## config.mk

```make
export PLATFORM = sky130hd
export DESIGN_NAME = mac_irq_fanout
export DESIGN_NICKNAME = d
export VERILOG_FILES = /design/src/rtl/irqfan_pkg.sv /design/src/rtl/irqfan_enable_bank.sv /design/src/rtl/irqfan_core_merge.sv /design/src/rtl/mac_irq_fanout.sv
export SDC_FILE = /design/constraint.sdc
export NUM_CORES = 1
export LEC_CHECK = 0
export BUFFER_PORTS_ARGS = -buffer_cell sky130_fd_sc_hd__buf_2
export CAP_MARGIN = 20
export CORE_UTILIZATION = 54
export CTS_CLUSTER_DIAMETER = 150
export DETAILED_ROUTE_END_ITERATION = 8
export GPL_TIMING_DRIVEN = 0
export PLACE_DENSITY_LB_ADDON = 0.15
export RECOVER_POWER = 25
export SETUP_SLACK_MARGIN = 0.15
export SLEW_MARGIN = 20
export SYNTH_ARGS = -nofsm -noshare
export SYNTH_HDL_FRONTEND = slang
export SYNTH_SLANG_ARGS = --single-unit
```

## constraint.sdc

```tcl
create_clock -name clk -period 6.02 [get_ports clk]
set_clock_uncertainty 0.2 [all_clocks]
set_input_delay 1.505 -clock clk [delete_from_list [all_inputs] [get_ports clk]]
set_output_delay 1.505 -clock clk [all_outputs]
set_load 0.01 [all_outputs]
```

## src/rtl/irqfan_pkg.sv

```systemverilog
package irqfan_pkg;
  localparam int REG_W   = 32;
  localparam int CHAN_N  = 8;
  localparam int COM_N   = 4;
  localparam int COM_LSB = 1;
  localparam int TX_LSB  = 8;
  localparam int RX_LSB  = 16;

  localparam logic [REG_W-1:0] COM_FIELD = ((REG_W'(1) << COM_N) - REG_W'(1)) << COM_LSB;
  localparam logic [REG_W-1:0] TX_FIELD  = ((REG_W'(1) << CHAN_N) - REG_W'(1)) << TX_LSB;
  localparam logic [REG_W-1:0] RX_FIELD  = ((REG_W'(1) << CHAN_N) - REG_W'(1)) << RX_LSB;
  localparam logic [REG_W-1:0] DEF_MASK  = COM_FIELD | TX_FIELD | RX_FIELD;

  typedef struct packed {
    logic [COM_N-1:0]  com;
    logic [CHAN_N-1:0] tx;
    logic [CHAN_N-1:0] rx;
  } enable_fields_t;

  function automatic enable_fields_t split_word(input logic [REG_W-1:0] w);
    enable_fields_t f;
    f.com = w[COM_LSB +: COM_N];
    f.tx  = w[TX_LSB +: CHAN_N];
    f.rx  = w[RX_LSB +: CHAN_N];
    return f;
  endfunction
endpackage

```

## src/rtl/irqfan_enable_bank.sv

```systemverilog
module irqfan_enable_bank
  import irqfan_pkg::*;
#(
  parameter int N_CORES = 6,
  parameter int SEL_W   = 3
) (
  input  logic                       clk,
  input  logic                       rst,
  input  logic                       cfg_wr,
  input  logic [SEL_W-1:0]           cfg_sel,
  input  logic [REG_W-1:0]           cfg_wdata,
  output logic [REG_W-1:0]           cfg_rdata,
  output logic [N_CORES*REG_W-1:0]   en_flat
);
  localparam logic [SEL_W:0] CORES_L = (SEL_W+1)'(N_CORES);

  logic [REG_W-1:0] word_q [N_CORES];
  logic [REG_W-1:0] rd_next;
  logic             sel_oob;

  assign sel_oob = ({1'b0, cfg_sel} >= CORES_L);

  for (genvar c = 0; c < N_CORES; c++) begin : g_word
    always_ff @(posedge clk) begin
      if (rst)
        word_q[c] <= '0;
      else if (cfg_wr && cfg_sel == SEL_W'(c))
        word_q[c] <= cfg_wdata & DEF_MASK;
    end
    assign en_flat[c*REG_W +: REG_W] = word_q[c];

    // only the selected word moves on a write
    assert_other_cores_R3: assert property (@(posedge clk) disable iff (rst)
      (!cfg_wr || cfg_sel != SEL_W'(c)) |=> $stable(word_q[c]));
    // the written value lands, minus reserved bits
    assert_write_lands_R3: assert property (@(posedge clk) disable iff (rst)
      (cfg_wr && cfg_sel == SEL_W'(c)) |=> (word_q[c] == ($past(cfg_wdata) & DEF_MASK)));
  end

  always_comb begin
    rd_next = '0;
    for (int c = 0; c < N_CORES; c++)
      if (cfg_sel == SEL_W'(c)) rd_next = word_q[c];
  end

  always_ff @(posedge clk) begin
    if (rst) cfg_rdata <= '0;
    else     cfg_rdata <= rd_next;
  end

  // reserved positions never show up at the port
  assert_reserved_zero_R2: assert property (@(posedge clk) disable iff (rst)
    (cfg_rdata & ~DEF_MASK) == '0);
  // an out-of-range select reads zero
  assert_oob_read_R8: assert property (@(posedge clk) disable iff (rst)
    sel_oob |=> (cfg_rdata == '0));
endmodule

```

## src/rtl/irqfan_core_merge.sv

```systemverilog
module irqfan_core_merge
  import irqfan_pkg::*;
(
  input  logic              clk,
  input  logic              rst,
  input  logic [REG_W-1:0]  en_word,
  input  logic [COM_N-1:0]  src_com,
  input  logic [CHAN_N-1:0] src_tx,
  input  logic [CHAN_N-1:0] src_rx,
  output logic              irq_com,
  output logic              irq_tx,
  output logic              irq_rx
);
  enable_fields_t f;
  logic hit_com, hit_tx, hit_rx;

  assign f       = split_word(en_word);
  assign hit_com = |(src_com & f.com);
  assign hit_tx  = |(src_tx & f.tx);
  assign hit_rx  = |(src_rx & f.rx);

  always_ff @(posedge clk) begin
    if (rst) begin
      irq_com <= 1'b0;
      irq_tx  <= 1'b0;
      irq_rx  <= 1'b0;
    end else begin
      irq_com <= hit_com;
      irq_tx  <= hit_tx;
      irq_rx  <= hit_rx;
    end
  end

  // a common pulse needs an enabled, active common source one cycle earlier
  assert_com_cause_R4: assert property (@(posedge clk) disable iff (rst)
    irq_com |-> $past(|(src_com & en_word[COM_LSB +: COM_N])));
  // a transmit pulse needs an enabled, active transmit source one cycle earlier
  assert_tx_cause_R5: assert property (@(posedge clk) disable iff (rst)
    irq_tx |-> $past(|(src_tx & en_word[TX_LSB +: CHAN_N])));
  // a receive pulse needs an enabled, active receive source one cycle earlier
  assert_rx_cause_R6: assert property (@(posedge clk) disable iff (rst)
    irq_rx |-> $past(|(src_rx & en_word[RX_LSB +: CHAN_N])));
  // quiet sources give a low output on the next cycle
  assert_quiet_low_R7: assert property (@(posedge clk) disable iff (rst)
    (src_com == '0 && src_tx == '0 && src_rx == '0) |=> !(irq_com || irq_tx || irq_rx));
endmodule

```

## src/rtl/mac_irq_fanout.sv

```systemverilog
module mac_irq_fanout
  import irqfan_pkg::*;
#(
  parameter int N_CORES = 6,
  localparam int SEL_W  = (N_CORES > 1) ? $clog2(N_CORES + 1) : 1
) (
  input  logic               clk,
  input  logic               rst,
  input  logic               cfg_wr,
  input  logic [SEL_W-1:0]   cfg_sel,
  input  logic [REG_W-1:0]   cfg_wdata,
  output logic [REG_W-1:0]   cfg_rdata,
  input  logic [COM_N-1:0]   src_common,
  input  logic [CHAN_N-1:0]  src_tx,
  input  logic [CHAN_N-1:0]  src_rx,
  output logic [N_CORES-1:0] irq_common,
  output logic [N_CORES-1:0] irq_tx,
  output logic [N_CORES-1:0] irq_rx
);
  logic [N_CORES*REG_W-1:0] en_flat;

  irqfan_enable_bank #(.N_CORES(N_CORES), .SEL_W(SEL_W)) u_bank (
    .clk       (clk),
    .rst       (rst),
    .cfg_wr    (cfg_wr),
    .cfg_sel   (cfg_sel),
    .cfg_wdata (cfg_wdata),
    .cfg_rdata (cfg_rdata),
    .en_flat   (en_flat)
  );

  for (genvar c = 0; c < N_CORES; c++) begin : g_core
    irqfan_core_merge u_merge (
      .clk     (clk),
      .rst     (rst),
      .en_word (en_flat[c*REG_W +: REG_W]),
      .src_com (src_common),
      .src_tx  (src_tx),
      .src_rx  (src_rx),
      .irq_com (irq_common[c]),
      .irq_tx  (irq_tx[c]),
      .irq_rx  (irq_rx[c])
    );
  end

  // outputs are low in the first cycle after reset is released
  assert_reset_quiet_R1: assert property (@(posedge clk)
    $fell(rst) |-> (irq_common == '0 && irq_tx == '0 && irq_rx == '0 && cfg_rdata == '0));
endmodule

```

Word-level counts from Yosys, hierarchy flattened. Memories as Yosys holds them, arrays and structs flattened. Cells that the tools add are included.

Flip-flop bits (word level): 50. Memory bits (writable): 120. Input bits: 58. Output and inout bits: 50. Word-level logic and storage cells: 106. Memories: 1.

Memory list: u_bank.word_q (depth 6, width 20, read ports 6, clocked after memory_dff 0, write ports 6, RTL line irqfan_enable_bank.sv:17) `logic [REG_W-1:0] word_q [N_CORES];`.

Equal/unequal tests: 5. Multiplexer cells: 32. Bitwise gates (word level): 24. Reductions and logical operators: 25.

Operators by type and width (count): $mux W32 (6); $mux W20 (6); $and A8 B8 Y8 (12); $reduce_or A8 Y1 (12); $and A4 B4 Y4 (6); $reduce_or A4 Y1 (6); $mux W1 (20); $eq A3 B2 Y1 const B (2); $eq A3 B3 Y1 const B (2); $logic_and A1 B1 Y1 (6); $or A1 B1 Y1 (6); $eq A3 B1 Y1 const B (1); $logic_not A3 Y1 (1).

Depth between registers and ports, before layout. Gate-level depths: netlist (run 1).

Depth in word-level cells: 7. Depth in mapped cells: 6. Depth with buffers taken out: 3.

Hierarchy. Synthesis (run 1) repeated with hierarchy kept, for this count alone.

Cell total of the unflattened synthesis: 624. Area total of the unflattened synthesis: 7606.0 sq um.

By module, submodules not included: irqfan_enable_bank (instances 1, cells each 528, area each 6660.1 sq um, sequential area each 4003.8 sq um); irqfan_core_merge (instances 6, cells each 16, area each 157.7 sq um, sequential area each 60.1 sq um).

Worst setup path before layout (run 1). OpenSTA, ideal clock, no wires.

Kind: input -> register. From: in rst. To: mem u_bank.word_q[0][0] (netlist bit) (enable). Arrival: 2.564 ns. Data required time: 5.444 ns. Setup slack: 2.881 ns. Cell stages on the path: 3. Path buffers: 2. Cells stage by stage: clkbuf_1 > clkbuf_1 > a21o_1.

RTL lines: from (decl) (RTL line mac_irq_fanout.sv:8) `input logic rst,`; to (decl) (RTL line irqfan_enable_bank.sv:17).

==> results of run 1 <==
## power groups by stage
stage / clock network, mW / logic (mW) / registers, mW
finish: 0.988 / 0.265 / 1.29
global route: 1.05 / 0.281 / 1.30
CTS: 0.989 / 0.263 / 1.29
detailed placement: 0 / 0.262 / 1.31
global placement: 0 / 0.258 / 1.31
floorplan: 0 / 0.153 / 1.30
## Yosys cell counts, drive strengths merged
master and count:
a22oi 70, nand2 2, nor2b 12, inv 2
nand3b 1, mux2i 9, edfxtp 120, a2bb2oi 9
a221oi 9, mux2 22, nor3 4, o221ai 1
a21oi 15, and2 120, dfxtp 38, clkbuf 18
or3b 1, nand2b 2, a211oi 11, o21ai 19
and3b 10, buf 49, nor4 1, a41oi 12
a31o 5, nor2 14, conb 1, a21o 1
## cell type report
type | instances | area, sq um | area share, %
Buffer | 67 | 407 | 4.81
Clock buffer | 22 | 485 | 5.74
Clock inverter | 10 | 61.3 | 0.725
Inverter | 2 | 7.51 | 0.0888
Multi-Input combinational cell | 362 | 2530 | 29.9
Sequential cell | 158 | 4360 | 51.6
Tap cell | 176 | 220 | 2.61
Timing Repair Buffer | 82 | 382 | 4.51
## how the worst max path moves through the flow
stage	startpoint	endpoint	slack (ns)	depth (start not counted)
2_1_floorplan	rst	u_bank.word_q[0][0]$_SDFFCE_PN0P_	2.88	3
3_3_place_gp	rst	u_bank.word_q[0][6]$_SDFFCE_PN0P_	2.04	4
3_5_place_dp	rst	u_bank.word_q[0][8]$_SDFFCE_PN0P_	2.04	4
4_1_cts	rst	u_bank.word_q[0][10]$_SDFFCE_PN0P_	2.47	4
5_1_grt	rst	u_bank.word_q[0][15]$_SDFFCE_PN0P_	2.27	4
6_report	cfg_sel[2]	u_bank.word_q[2][22]$_SDFFCE_PN0P_	2.38	5
## flip-flops by register name (all words and copies together) (netlist names)
signal / cells
g_core.u_merge.irq_com: 6
u_bank.cfg_rdata: 20
u_bank.word_q: 120
g_core.u_merge.irq_rx: 6
g_core.u_merge.irq_tx: 6
## worst register-to-register path, delay by kind of cell (launching register included)
kind               cells  cell delay [ns]
DFF                    1             0.44
AOI/OAI and AO/OA      2             0.35
muxes                  1             0.29
## stage by stage
| stage | instance area (sq um) | hold slack, ns | utilization, % |
|---|---|---|---|
| after floorplan | 7330 | 0.311 | - |
| after detailed placement | 7960 | 0.357 | 60.4 |
| after CTS | 8510 | 0.379 | 64.5 |
| after global routing | 8450 | 0.403 | 64.1 |
| after global placement | 7960 | 0.355 | 60.4 |
| final | 8450 | 0.367 | 64.1 |
## kinds of logic after synthesis
logic type	synth area share [%]
mux	4.63
buf+inv	5.82
other cells	0.0514
compound gates	15.1
flops	59.9
simple gates	14.5
## metal layers
layer / part of all wire, % / global-route usage [%] / vias to the layer above
li1: - / - / 2361
met1: 40 / 41.4 / 2563
met2: 45 / 45.7 / 416
met3: 11 / 8.35 / 74
met4: 4.2 / 17.3 / 0
met5: 0 / 0 / -
==> results.py, run 1 <==
metrics = {
    "outcome": {
        "status": "complete, no violations",
    },
    "cts": {
        "post_cts_buffers": 0,
        "cts-htree-levels": 4,
        "cts_tree": "done",
        "path_clk_slew_ns": 0.06,
        "cts_buffer_depth": 2,
        "cts_hold_buf": 0,
        "worstSkewPairLatency_ns": 0.43,
        "ctsRootBufferMaster": "clkbuf_16",
        "numCtsBuffers": 17,
        "cts-resized-gates": 0,
        "cts.sinks": 158,
    },
    "worst_setup_path": {
        "r2r_start": "u_bank.word_q[0][13]$_SDFFCE_PN0P_",
        "rr_endpoint": "u_bank.cfg_rdata[17]$_SDFF_PP0_",
        "cp_common_cell": "clkbuf_1",
        "r2r.worst_path.cells": 3,
        "start_kind": "primary input",
        "crit_type": "primary input to flop",
        "crit_chain": "clkbuf_1 > clkbuf_1 > nor2b_1 > clkbuf_1 > a31o_2",
        "cp_slowest_cell": "a31o_2",
        "worstPathRequired_ns": 5.87,
        "worstPathArrival_ns": 3.49,
        "path_max_fanout": 20,
        "slowest_delay_ns": 0.78,
        "end_kind": "flop",
        "path_delay_family": "buffers and inverters",
        "r2r_slack_ns": 4.58,
        "path_buf_inv": 3,
    },
    "placement": {
        "gp_congestion": 0.994,
        "port_buffers": 82,
        "dpl.hpwl_um": 13600,
        "placed_cells": 847,
        "dp_slack_ns": 2.04,
    },
    "synth": {
        "yosysTopAreaCell": "edfxtp_1",
        "syn_inst": 578,
        "synth_area_sq_mm": 0.00729,
        "ys_warn_count": 0,
        "synth.top_cells.by_area": "edfxtp_1 (49%), dfxtp_1 (10%), and2_1 (10%)",
        "ys_ff_latch": 158,
        "synth_cell_types": 35,
        "yosys.area.top_type_share_pct": 49.4,
        "ys_seq_area_share_pct": 59.9,
        "syn_avg_cell_area_sq_um": 12.6,
    },
    "routing": {
        "drtIter0Drc": 783,
        "via_per_inst": 6.16,
        "via_count": 5414,
        "wire_per_inst_um": 23.6,
        "ant_nets": 0,
        "route.detailed.drc": 0,
        "dr.pass1.iters": 7,
        "wirelength_um": 20700,
    },
    "floorplan": {
        "io_pins": 108,
        "rows": 42,
        "fp.dieH_um": 118,
        "core_sq_mm": 0.0132,
        "start_util_pct": 55.3,
        "die_w_um": 118,
        "die_area_sq_mm": 0.0140,
    },
    "pwr": {
        "internal_power_mw": 1.93,
        "seq_power_share_pct": 50.8,
        "finalPower_mw": 2.55,
        "power_switching_mw": 0.620,
        "power_switching_share_pct": 24.3,
        "combPwrFrac_pct": 10.4,
        "ir_worst_vdd_mv": 0.197,
        "power_density_mw_per_mm2": 301,
        "p_leak_nw": 3.25,
        "clkPwrFrac_pct": 38.8,
    },
    "global_routing": {
        "grt_util_all_layers_pct": 31.0,
        "antenna_found_initial": 0,
        "grt_pass1_wl_um": 30600,
        "grt-ovfl-total": 0,
        "grt_max_degree": 21,
        "grt_pass1_vias": 5194,
    },
    "sta": {
        "drv_slew": 0,
        "post-route-period-util_pct": 60.4,
        "max-slew-margin-rel_pct": 31.4,
        "setup-violations-final": 0,
        "setup-tns-final_ns": 0,
        "fmax_mhz": 275,
        "worst_slack_ns": 2.38,
        "hold_viol": 0,
        "grt_setup_unrepaired": "false",
        "tightest_slew_ns": 1.03,
        "fin_crit_ns": 3.64,
    },
    "layout": {
        "nets": 748,
        "final_cell_mix": "edfxtp_1 (120), and2_1 (106), a22oi_1 (70), buf_2 (69), clkbuf_1 (43)",
        "n_fill_cell": 1011,
        "instances_no_fill": 879,
        "drive_gt1_share_pct": 23.8,
        "diodes": 0,
        "syn_to_final_growth_pct": 15.9,
        "mostFrequentLayoutCell": "edfxtp_1",
    },
    "min_path": {
        "worstHoldPathCells": 2,
        "hp-class": "flop to flop",
        "min-delay-start": "u_bank.word_q[2][1]$_SDFFCE_PN0P_",
        "whs_endpoint": "g_core[4].u_merge.irq_com$_SDFF_PP0_",
    },
    "run": {
        "drv_cap": 0,
    },
}
Note: power is estimated with default switching activity, not from simulation.
==> run 2: changes to the inputs <==
ABC_AREA = 1   (was unset)
clock period = 3.4 ns   (was 6.02 ns; I/O delays follow)
==> results.py, run 2 <==
metrics = {
    "global_routing": {
        "grt_max_degree": 21,
        "grt-ovfl-total": 0,
        "grt_pass1_wl_um": 29900,
        "antenna_found_initial": 0,
        "grt_util_all_layers_pct": 31.0,
        "grt_pass1_vias": 5642,
    },
    "worst_setup_path": {
        "start_kind": "primary input",
        "r2r_start": "u_bank.word_q[2][36]$_SDFFCE_PN0P_",
        "crit_type": "primary input to flop",
        "worstPathRequired_ns": 3.24,
        "r2r.worst_path.cells": 4,
        "worstPathArrival_ns": 2.91,
        "end_kind": "flop",
        "r2r_slack_ns": 2.01,
        "path_max_fanout": 20,
        "rr_endpoint": "g_core[5].u_merge.irq_rx$_SDFF_PP0_",
    },
    "placement": {
        "gp_congestion": 0.901,
        "dpl.hpwl_um": 13400,
        "dp_slack_ns": 0.142,
        "placed_cells": 1017,
        "port_buffers": 81,
    },
    "synth": {
        "syn_inst": 749,
        "yosysTopAreaCell": "edfxtp_1",
        "yosys.area.top_type_share_pct": 50.3,
        "syn_avg_cell_area_sq_um": 9.57,
        "synth_cell_types": 27,
        "ys_warn_count": 0,
        "ys_seq_area_share_pct": 60.9,
        "synth_area_sq_mm": 0.00717,
        "post-synth-top-count-cell": "nand2_1",
        "ys_async_sr_fraction_pct": 0,
        "synth_flop_cell": "edfxtp_1",
        "yosys-top-cells-count": "nand2_1 (175), nor2_1 (142), edfxtp_1 (120), inv_1 (51), dfxtp_1 (38)",
        "ys_ff_latch": 158,
        "synth_edf_count": 120,
        "synth.top_cells.by_area": "edfxtp_1 (50%), dfxtp_1 (11%), nand2_1 (9.2%)",
    },
    "outcome": {
        "status": "complete, no violations",
    },
    "sta": {
        "grt_setup_unrepaired": "false",
        "fin_crit_ns": 3.07,
        "whs_ns": 0.359,
        "hold_viol": 0,
        "max-slew-margin-rel_pct": 25.2,
        "post-route-period-util_pct": 90.2,
        "drv_slew": 0,
        "setup-violations-final": 0,
        "fmax_mhz": 326,
        "worst_slack_ns": 0.333,
        "tightest_slew_ns": 1.12,
    },
    "pwr": {
        "power_density_mw_per_mm2": 558,
        "finalPower_mw": 4.76,
        "ir_worst_vdd_mv": 0.292,
        "p_leak_nw": 3.72,
    },
    "floorplan": {
        "start_util_pct": 56.1,
        "io_pins": 108,
        "core_sq_mm": 0.0128,
        "fp.dieH_um": 117,
        "die_w_um": 117,
        "die_area_sq_mm": 0.0137,
        "rows": 41,
    },
    "layout": {
        "top_register": "u_bank.word_q",
        "diodes": 0,
        "largest_reg_flops": 120,
        "instances_no_fill": 1049,
        "syn_to_final_growth_pct": 18.9,
        "drive_gt1_share_pct": 20.1,
        "final_cell_mix": "nand2_1 (175), nor2_1 (142), edfxtp_1 (120), buf_2 (71), inv_1 (51)",
        "nets": 922,
        "mostFrequentLayoutCell": "nand2_1",
        "top_regs": "u_bank.word_q: 120 flops, u_bank.cfg_rdata: 20 flops",
    },
    "cts": {
        "numCtsBuffers": 17,
        "cts.sinks": 158,
        "cts-htree-levels": 4,
        "worstSkewPairLatency_ns": 0.43,
        "cts_buffer_depth": 2,
        "path_clk_slew_ns": 0.06,
        "cts_tree": "done",
        "cts-resized-gates": 0,
        "post_cts_buffers": 0,
        "cts_hold_buf": 0,
        "ctsRootBufferMaster": "clkbuf_16",
    },
    "routing": {
        "wire_per_inst_um": 18.8,
        "route.detailed.drc": 0,
        "via_count": 5845,
        "wirelength_um": 19800,
        "via_per_inst": 5.57,
        "ant_nets": 0,
        "dr.pass1.iters": 5,
        "drtIter0Drc": 648,
    },
    "min_path": {
        "worstHoldPathCells": 2,
        "min-delay-start": "u_bank.word_q[2][35]$_SDFFCE_PN0P_",
        "whs_endpoint": "u_bank.cfg_rdata[19]$_SDFF_PP0_",
        "hp-class": "flop to flop",
    },
    "run": {
        "drv_cap": 0,
    },
}
==> run 2: cell types whose count changed after synthesis, sizes merged, moves of 12 or more <==
cell	delta
nand2	+174
nor2	+149
and2	-120
a22oi	-70
inv	+56
mux2	-22
a21oi	+19
a22o	+19
nand4	+19
nand3	+16
clkbuf	-14
nor2b	-12
==> run 2: power by group <==
| part | total, mW | switching [mW] | internal [mW] |
|---|---|---|---|
| sequential | 2.28 | 0.0620 | 2.21 |
| combinational | 0.469 | 0.303 | 0.166 |
| clock | 2.01 | 0.724 | 1.29 |
| total | 4.76 | 1.09 | 3.67 |
==> run 2: cell families (layout without fill, tap and decap cells) <==
| kind of cell | after synthesis | after routing | synth area share, % |
|---|---|---|---|
| buffers and inverters | 119 | 236 | 8.71 |
| other | 1 | 12 | 0.0523 |
| DFF | 158 | 158 | 60.9 |
| and+or+nand+nor | 376 | 376 | 21.9 |
| AOI/OAI and AO/OA | 95 | 95 | 8.45 |
==> run 2: cell type report <==
type	count	area, sq um
Clock buffer	28	571
Inverter	58	220
Clock inverter	4	68.8
Timing Repair Buffer	85	449
Fill cell	1030	4250
Buffer	61	384
Multi-Input combinational cell	483	2260
Sequential cell	158	4360
Tap cell	172	215
==> run 2: metal layers <==
| layer | track usage (%) | up-vias | wire length, um |
|---|---|---|---|
| li1 | - | 2692 | - |
| met1 | 40.0 | 2761 | 7870 |
| met2 | 51.3 | 347 | 9530 |
| met3 | 4.84 | 45 | 1830 |
| met4 | 14.9 | 0 | 528 |
| met5 | 0 | - | 0 |
==> run 2: through the flow <==
step | area (sq um) | TNS, ns | utilization [%]
detailed placement | 7940 | 0 | 62.2
CTS | 8580 | 0 | 67.2
finish | 8530 | 0 | 66.8
global placement | 7830 | -70.87 | 61.3
global route | 8530 | 0 | 66.8
floorplan | 7210 | 0 | -
==> run 2: worst max path at each step <==
| stage | start | endpoint | slack, ns | cells past startpoint |
|---|---|---|---|---|
| final | rst | u_bank.word_q[1][33]$_SDFFCE_PN0P_ | 0.33 | 5 |
| after global routing | rst | u_bank.word_q[1][33]$_SDFFCE_PN0P_ | 0.27 | 5 |
| after CTS | cfg_sel[0] | u_bank.word_q[1][33]$_SDFFCE_PN0P_ | 0.58 | 7 |
| after detailed placement | cfg_sel[0] | u_bank.word_q[1][22]$_SDFFCE_PN0P_ | 0.14 | 7 |
| after global placement | cfg_sel[1] | u_bank.word_q[2][7]$_SDFFCE_PN0P_ | -1.29 | 4 |
| after floorplan | cfg_wr | u_bank.word_q[2][0]$_SDFFCE_PN0P_ | 0.05 | 3 |
==> run 2: worst max-delay path, stage by stage <==
cell      delay [ns]
clkbuf_1        0.55
inv_2           0.14
buf_2           0.24
buf_2           0.25
nand2_1         0.86
